$ cat config.mk
export PLATFORM = sky130hd
export DESIGN_NAME = icache_top
export DESIGN_NICKNAME = d
export VERILOG_FILES = /design/src/rtl/icache_pkg.sv /design/src/rtl/icache_store.sv /design/src/rtl/icache_ctrl.sv /design/src/rtl/icache_top.sv
export SDC_FILE = /design/constraint.sdc
export NUM_CORES = 2
export LEC_CHECK = 0
export BUFFER_PORTS_ARGS = -buffer_cell sky130_fd_sc_hd__buf_2
export CORE_ASPECT_RATIO = 0.9
export CORE_MARGIN = 2
export CORE_UTILIZATION = 45
export DETAILED_ROUTE_END_ITERATION = 12
export PLACE_DENSITY = 0.69
export SLEW_MARGIN = 20
export SYNTH_ARGS = -nofsm -noshare
export SYNTH_HDL_FRONTEND = slang
export SYNTH_SLANG_ARGS = --single-unit
export TNS_END_PERCENT = 5
$ cat constraint.sdc
create_clock -name clk -period 5.85 [get_ports clk]
set_input_delay 0.8775 -clock clk [delete_from_list [all_inputs] [get_ports clk]]
set_output_delay 0.8775 -clock clk [all_outputs]
set_load 0.03 [all_outputs]
$ cat src/rtl/icache_pkg.sv
package icache_pkg;

    typedef enum logic [1:0] {
        ST_IDLE,
        ST_LOOK,
        ST_FILL
    } fsm_e;

    localparam logic [1:0] SPACE_CODE = 2'b10;

endpackage

$ cat src/rtl/icache_store.sv
module icache_store #(
    parameter int IDX_W  = 6,
    parameter int TAG_W  = 25,
    parameter int DATA_W = 32
) (
    input  logic              clk,
    input  logic              rst_n,
    input  logic [IDX_W-1:0]  rd_idx,
    input  logic [TAG_W-1:0]  rd_tag,
    output logic              rd_hit,
    output logic [DATA_W-1:0] rd_word,
    input  logic              wr_en,
    input  logic [IDX_W-1:0]  wr_idx,
    input  logic [TAG_W-1:0]  wr_tag,
    input  logic [DATA_W-1:0] wr_word
);
    localparam int DEPTH = 1 << IDX_W;

    logic [DEPTH-1:0]  valid_d, valid_q;
    logic [TAG_W-1:0]  tag_mem  [DEPTH];
    logic [DATA_W-1:0] data_mem [DEPTH];

    always_comb begin
        valid_d = valid_q;
        if (wr_en) valid_d[wr_idx] = 1'b1;
    end

    always_ff @(posedge clk) begin
        if (!rst_n) valid_q <= '0;
        else        valid_q <= valid_d;
    end

    always_ff @(posedge clk) begin
        if (wr_en) begin
            tag_mem[wr_idx]  <= wr_tag;
            data_mem[wr_idx] <= wr_word;
        end
    end

    assign rd_hit  = valid_q[rd_idx] && (tag_mem[rd_idx] == rd_tag);
    assign rd_word = data_mem[rd_idx];

endmodule

$ cat src/rtl/icache_ctrl.sv
module icache_ctrl
    import icache_pkg::*;
#(
    parameter int ADDR_W = 32,
    parameter int IDX_W  = 6,
    parameter int DATA_W = 32,
    parameter int FC_W   = 3
) (
    input  logic                 clk,
    input  logic                 rst_n,
    input  logic                 cache_en,
    input  logic                 fetch_req,
    input  logic [ADDR_W-1:0]    fetch_addr,
    input  logic [FC_W-1:0]      fetch_fc,
    output logic                 fetch_ack,
    output logic [DATA_W/2-1:0]  fetch_data,
    output logic                 mem_req,
    output logic [ADDR_W-1:0]    mem_addr,
    input  logic                 mem_ack,
    input  logic [DATA_W-1:0]    mem_rdata,
    output logic [IDX_W-1:0]     lk_idx,
    output logic [ADDR_W-IDX_W-$clog2(DATA_W/8):0] lk_tag,
    input  logic                 lk_hit,
    input  logic [DATA_W-1:0]    lk_word,
    output logic                 fill_we
);
    localparam int OFF_W  = $clog2(DATA_W/8);
    localparam int HALF_W = DATA_W / 2;

    typedef struct packed {
        fsm_e              st;
        logic [ADDR_W-1:0] addr;
        logic [FC_W-1:0]   fc;
    } ctx_t;

    ctx_t ctx_d, ctx_q;
    logic cacheable;
    logic sel_hi;
    logic unused_lsb;

    assign unused_lsb = ^ctx_q.addr[OFF_W-2:0];
    assign cacheable  = cache_en && (ctx_q.fc[1:0] == SPACE_CODE);
    assign sel_hi     = ctx_q.addr[OFF_W-1];
    assign lk_idx     = ctx_q.addr[OFF_W +: IDX_W];
    assign lk_tag     = {ctx_q.fc[FC_W-1], ctx_q.addr[ADDR_W-1:IDX_W+OFF_W]};
    assign mem_addr   = {ctx_q.addr[ADDR_W-1:OFF_W], {OFF_W{1'b0}}};

    always_comb begin
        ctx_d      = ctx_q;
        fetch_ack  = 1'b0;
        fetch_data = '0;
        mem_req    = 1'b0;
        fill_we    = 1'b0;
        case (ctx_q.st)
            ST_IDLE: begin
                if (fetch_req) begin
                    ctx_d.addr = fetch_addr;
                    ctx_d.fc   = fetch_fc;
                    ctx_d.st   = ST_LOOK;
                end
            end
            ST_LOOK: begin
                if (cacheable && lk_hit) begin
                    fetch_ack  = 1'b1;
                    fetch_data = sel_hi ? lk_word[DATA_W-1:HALF_W] : lk_word[HALF_W-1:0];
                    ctx_d.st   = ST_IDLE;
                end else begin
                    ctx_d.st = ST_FILL;
                end
            end
            ST_FILL: begin
                mem_req = 1'b1;
                if (mem_ack) begin
                    fetch_ack  = 1'b1;
                    fetch_data = sel_hi ? mem_rdata[DATA_W-1:HALF_W] : mem_rdata[HALF_W-1:0];
                    fill_we    = cacheable;
                    ctx_d.st   = ST_IDLE;
                end
            end
            default: ctx_d.st = ST_IDLE;
        endcase
    end

    always_ff @(posedge clk) begin
        if (!rst_n) begin
            ctx_q.st   <= ST_IDLE;
            ctx_q.addr <= '0;
            ctx_q.fc   <= '0;
        end else begin
            ctx_q <= ctx_d;
        end
    end

endmodule

$ cat src/rtl/icache_top.sv
module icache_top #(
    parameter int ADDR_W = 32,
    parameter int IDX_W  = 6,
    parameter int DATA_W = 32,
    parameter int FC_W   = 3
) (
    input  logic                clk,
    input  logic                rst_n,
    input  logic                cache_en,
    input  logic                fetch_req,
    input  logic [ADDR_W-1:0]   fetch_addr,
    input  logic [FC_W-1:0]     fetch_fc,
    output logic                fetch_ack,
    output logic [DATA_W/2-1:0] fetch_data,
    output logic                mem_req,
    output logic [ADDR_W-1:0]   mem_addr,
    input  logic                mem_ack,
    input  logic [DATA_W-1:0]   mem_rdata
);
    localparam int OFF_W = $clog2(DATA_W/8);
    localparam int TAG_W = ADDR_W - IDX_W - OFF_W + 1;

    logic [IDX_W-1:0]  lk_idx;
    logic [TAG_W-1:0]  lk_tag;
    logic              lk_hit;
    logic [DATA_W-1:0] lk_word;
    logic              fill_we;

    icache_ctrl #(
        .ADDR_W(ADDR_W), .IDX_W(IDX_W), .DATA_W(DATA_W), .FC_W(FC_W)
    ) u_ctrl (
        .clk       (clk),
        .rst_n     (rst_n),
        .cache_en  (cache_en),
        .fetch_req (fetch_req),
        .fetch_addr(fetch_addr),
        .fetch_fc  (fetch_fc),
        .fetch_ack (fetch_ack),
        .fetch_data(fetch_data),
        .mem_req   (mem_req),
        .mem_addr  (mem_addr),
        .mem_ack   (mem_ack),
        .mem_rdata (mem_rdata),
        .lk_idx    (lk_idx),
        .lk_tag    (lk_tag),
        .lk_hit    (lk_hit),
        .lk_word   (lk_word),
        .fill_we   (fill_we)
    );

    icache_store #(
        .IDX_W(IDX_W), .TAG_W(TAG_W), .DATA_W(DATA_W)
    ) u_store (
        .clk    (clk),
        .rst_n  (rst_n),
        .rd_idx (lk_idx),
        .rd_tag (lk_tag),
        .rd_hit (lk_hit),
        .rd_word(lk_word),
        .wr_en  (fill_we),
        .wr_idx (lk_idx),
        .wr_tag (lk_tag),
        .wr_word(mem_rdata)
    );

endmodule

### Word level (Yosys, flattened, before mapping)

Memory sizes are Yosys's and may differ from the RTL's. A register that Yosys moved wholly into a read port is not among the register bits.
Cells that the tools add are included.

| storage, ports and cells | value |
|---|---|
| register bits after elaboration | 101 |
| memory bits (writable) | 3648 |
| input bits | 72 |
| output and inout bits | 50 |
| word-level logic and storage cells | 47 |
| memories | 2 |

| cells by class | value |
|---|---|
| order comparisons | 2 |
| equality and inequality tests | 6 |
| multiplexer cells | 25 |
| bitwise logic cells | 1 |
| reductions and logical operators | 7 |

Memories:

| name | words | bits a word | read ports | clocked after Yosys merged registers in | write ports | line | text |
|---|---|---|---|---|---|---|---|
| u_store.data_mem | 64 | 32 | 1 | 1 | 1 | icache_store.sv:21 | `logic [DATA_W-1:0] data_mem [DEPTH];` |
| u_store.tag_mem | 64 | 25 | 1 | 1 | 1 | icache_store.sv:20 | `logic [TAG_W-1:0] tag_mem [DEPTH];` |

Operators by type and width:

| cell | number |
|---|---|
| 2-to-1 mux 16 bit | 4 |
| bitwise OR 64 bit | 1 |
| 2-to-1 mux 37 bit | 1 |
| case mux 16 bit (2 select lines) | 1 |
| equality test 25 bit | 1 |
| 2-to-1 mux 6 bit | 4 |
| 2-to-1 mux 1 bit | 9 |
| less-than comparator 6 x 7 -> 1 bit (second input constant) | 1 |
| binary-select mux 1 bit (select 6 bit) | 1 |
| demux 1 bit (select 6 bit) | 1 |
| >= comparator 6 x 1 -> 1 bit (second input constant) | 1 |
| case mux 2 bit (3 select lines) | 1 |
| equality test 2 bit (second input constant) | 2 |
| logical AND 1 bit | 4 |
| 2-to-1 mux 2 bit | 2 |
| != test 2 bit (second input constant) | 2 |
| AND reduction 2 bit | 2 |
| equality test 2 x 1 -> 1 bit (second input constant) | 1 |
| logical NOT 2 bit | 1 |
| case mux 1 bit (2 select lines) | 1 |

### Logic depth before layout (Yosys ltp)

| logic depth | value |
|---|---|
| depth in word-level cells | 6 |
| gate-level depth with buffers | 19 |
| mapped depth without buffers | 10 |

### By module

Synthesis repeated with hierarchy kept, for this count alone.

| second synthesis, totals | value |
|---|---|
| cell total of the unflattened synthesis | 6117 |
| area, all modules | 143735.4 µm² |

Modules (own cells, without submodules):

| module | instances | cells each | area an instance (µm²) | sequential area each (µm²) |
|---|---|---|---|---|
| icache_store | 1 | 5828 | 141341.8 | 110826.3 |
| icache_ctrl | 1 | 289 | 2393.5 | 720.7 |

### Worst setup path after synthesis

Ideal clock, no wire load.

| path | value |
|---|---|
| path kind | reg2out |
| start point | reg u_ctrl.ctx_q, in the netlist u_ctrl.lk_tag[12] |
| end point | out fetch_data[13] |
| data arrival time | 3.865 ns |
| required time | 4.973 ns |
| setup slack | 1.108 ns |
| stages on the path, launching flop included | 11 |
| path buffers | 1 |
| path through | dfxtp_1 > nor3_1 > nand3_1 > o41a_1 > o2111ai_1 > or4_1 > or4_1 > nor4_1 > nand4_2 > clkbuf_2 > o21ai_1 |

| on the way | value |
|---|---|
| word-level cells in the longest chain between the ends | 5 |

Ends and longest elaborated chain:

| what | line | text |
|---|---|---|
| from (decl) | icache_ctrl.sv:36 | `ctx_t ctx_d, ctx_q;` |
| from (signal assigned) | icache_ctrl.sv:90 | `ctx_q <= ctx_d;` |
| equality test 25 bit | icache_store.sv:40 | `assign rd_hit = valid_q[rd_idx] && (tag_mem[rd_idx] == rd_tag);` |
| logical AND 1 bit | icache_store.sv:40 |  |
| logical AND 1 bit | icache_ctrl.sv:63 | `if (cacheable && lk_hit) begin` |
| 2-to-1 mux 16 bit | icache_ctrl.sv:63 |  |
| case mux 16 bit (2 select lines) | icache_ctrl.sv:54 | `case (ctx_q.st)` |
| to (decl) | icache_top.sv:14 | `output logic [DATA_W/2-1:0] fetch_data,` |

Every way passes these cells.

==> impl_metrics.yaml <==
pwr:
  internal-power_mw: 44.9
  power_frac_comb: 0.069
  leakagePower_nw: 51.9
  finalPower_mw: 57.4
  pwr-share-clk: 0.414
  vdd_drop_max_v: 0.000271
  p_sw_frac: 0.218
  seqPwrFrac: 0.517
  netSwitchingPower_mw: 12.5
  p_per_area_nw_per_um2: 344
floorplanning:
  initial_core_util: 0.453
  die-area_um2: 327000
  ios: 122
  coreArea_um2: 320000
  rows: 197
  die_h_um: 543
  die_w_um: 603
cells_and_area:
  multi_input_area_um2: 32000
  final_nets: 7085
  final_cells: 11600
  regArea_um2: 112000
  area_growth_syn_to_layout_pct: 15.0
  num-fill-cells: 24200
  drive_gt1_frac: 0.308
worst_setup_path:
  cpPeakStageDelay_ns: 0.77
  slowest_stage: "dfxtp_4"
  cp_cell_sequence: "inv_4, buf_4, nand2_1, o22ai_1, o21ai_0, o31ai_1, a221oi_1, nand3_1, nor4_4, nand4_4, buf_12, buf_12, o21ai_2, buf_4, buf_6"
  worstPathArrival_ns: 5.21
  worstSetupPathType: "reg -> out"
  critPathTopFamily: "compound AO/OA/AOI/OAI gates"
  cp_num_buf_inv: 6
  cp-start-kind: "flip-flop"
  cp-end-kind: "output port"
  crit_fanout: 27
  worstPathRequired_ns: 4.97
place:
  pre_cts_ws_ns: -0.528
  place_congestion: 0.919
  dp_hpwl_mm: 225
  port_buffers: 118
  dp_cells: 10800
run_status:
  status: "finished, violations left"
  violations: "setup timing"
clock_tree:
  cts_tree: "yes"
  clockRootBuffer: "clkbuf_16"
  clk_latency_ns: 0.93
  clkSlewWorstSetupHoldPaths_ns: 0.07
  cts_max_path_buffers: 4
  cts_made_buffers: 373
  htreeDepth: 5
  clock_sinks: 3754
grt:
  antenna_found_initial: 21
  grt_max_degree: 141
  grt_overflow: 0
  grt_pass1_wl_mm: 584
  grt_pass1_vias: 72900
  grtUsageTotal: 0.258
sta:
  drv_slew: 0
  fin_ws_ns: -0.234
  hold_viol: 0
  worst_pin_slew_ns: 1.28
  setup_viol: 17
  fin_skew_ns: 0.0962
  rsz0062_at_grt: "yes"
  relSlewSlack: 0.145
  post-route-period-util: 1.04
  fmax_mhz: 164
  hold_ws_ns: 0.239
  tns_ns: -3.45
  min_period_ns: 6.08
routing:
  drt_iter0_markers: 13300
  route.detailed.drc: 0
  wl_per_cell_um: 37.0
  antenna_left: 0
  firstDrtPassIters: 6
  wirelength_mm: 429
  dr_total_vias: 75400
  vias_per_cell: 6.50
run:
  cap_violations: 0
synth:
  synth_ff_type: "edfxtp_1"
  synthesis.area_um2: 145000
  synth_edf_count: 3648
  yosysSeqAreaShare: 0.769
  synth_cells: 6466
  ys_warn_count: 0
  ys_async_sr_fraction: 0
  synth-seq-cells: 3754
  syn_avg_cell_area_um2: 22.4
  ys_types: 83
worst_hold_path:
  hold_path_class: "in -> reg"
cell usage after synthesis, drive strengths merged, types with 25 or more instances:
cell type / count / share of area
nor3: 25 / 0.00086
o21ai: 44 / 0.0015
o21a: 64 / 0.0033
clkbuf: 110 / 0.0029
nand2: 201 / 0.0052
nor2: 111 / 0.0029
a21boi: 35 / 0.0018
nand4: 25 / 0.0011
dfxtp: 106 / 0.015
mux4: 955 / 0.15
nand3: 75 / 0.0026
buf: 273 / 0.013
mux2: 46 / 0.0036
mux2i: 305 / 0.021
edfxtp: 3648 / 0.75
a22oi: 113 / 0.0059
a21oi: 32 / 0.0011
sequential cells by signal, summed over array words and instances, names as in the netlist, named ones only:
| register | cells |
|---|---|
| u_store.data_mem | 2048 |
| u_store.tag_mem | 1600 |
| u_store.valid_q | 64 |
| u_ctrl.lk_tag | 25 |
| u_ctrl.lk_idx | 6 |
| u_ctrl.ctx_q | 5 |
worst min-delay path, stage by stage:
cell      delay (ns)
buf_2           0.10
nand2_1         0.04
a21boi_0        0.06
metrics by stage:
step	util	cell area, um2
6_report	0.521	167000
3_5_place_dp	0.478	153000
3_3_place_gp	0.478	153000
5_1_grt	0.521	167000
4_1_cts	0.519	166000
2_1_floorplan	-	145000
path summary, 6_finish.rpt:
path,start,cells past startpoint,end,slack [ns]
hold / removal,fetch_addr[8],3,u_ctrl.lk_tag[0]$_SDFFE_PN0P_,0.24
setup reg to reg,flip-flop,14,u_ctrl.ctx_q[36]$_SDFFE_PN0P_,1.13
setup / recovery,flip-flop,15,fetch_data[4],-0.23
hold reg to reg,u_store.valid_q[26]$_SDFFE_PN0P_,1,u_store.valid_q[26]$_SDFFE_PN0P_,0.46
area by class of cell:
cell class / instances / area share
Clock buffer: 453 / 0.0590
Timing Repair Buffer: 551 / 0.0344
Antenna cell: 12 / 0.000180
Sequential cell: 3754 / 0.669
Multi-Input combinational cell: 2312 / 0.192
Tap cell: 4278 / 0.0321
Inverter: 18 / 0.000502
Clock inverter: 219 / 0.0130
what timing repair did:
item | in CTS | in global routing
hold buffers | 0 | 0
gates cloned | 8 | 3
resized for setup | 135 | 53
endpoints found under the hold margin | 0 | 0
pin swaps | 17 | 19
endpoints found under the setup margin | 17 | 17
setup buffers | 38 | 18
routing by layer:
layer  wire (um)  up-vias  part of all wire  GRT usage
met5          47        -           0.00011          0
met4       17500        8             0.041     0.0912
met3       55700      945              0.13     0.0596
met2      198000     5678              0.46      0.400
met1      158000    40200              0.37      0.360
li1            -    28500                 -          -
cell usage in the layout (no fill, tap or decap), drive strengths merged, types with 13 or more instances in the layout:
cell type,netlist,routed
nor2b,22,22
clkinv,1,154
nand2,201,201
buf,273,542
nor2,111,111
mux2i,305,305
and3,15,15
o21ai,44,44
clkinvlp,0,14
mux2,46,46
nor3,25,25
o211ai,14,14
a211oi,13,13
nand2b,17,17
o22ai,20,20
nand3,75,75
bufinv,0,38
clkbuf,110,456
a21oi,32,32
inv,17,31
o21a,64,64
a22oi,113,113
xnor2,14,14
dfxtp,106,106
a21boi,35,35
nand4,25,25
edfxtp,3648,3648
mux4,955,955
power by group through the flow:
stage / clock network, mW / logic (mW) / registers (mW)
after floorplan: 0 / 2.26 / 30.3
after global placement: 0 / 3.61 / 30.3
after detailed placement: 0 / 3.67 / 30.3
after CTS: 23.9 / 3.87 / 29.7
after global routing: 24.9 / 4.15 / 29.7
final: 23.7 / 3.97 / 29.7
cell families (layout without fill, tap and decap cells):
family                     after synthesis  count (layout)  synth area share
DFF                                   3754            3754             0.769
muxes                                 1306            1306             0.173
and+or+nand+nor                        543             543            0.0175
AOI/OAI and AO/OA                      434             434            0.0218
buffers and inverters                  401            1241            0.0166
xor gates and xnor gates                24              24           0.00145
adders and majority gates                3               3          0.000259
other                                    1              14         0.0000258
No activity file was read; power rests on OpenSTA's default activity.
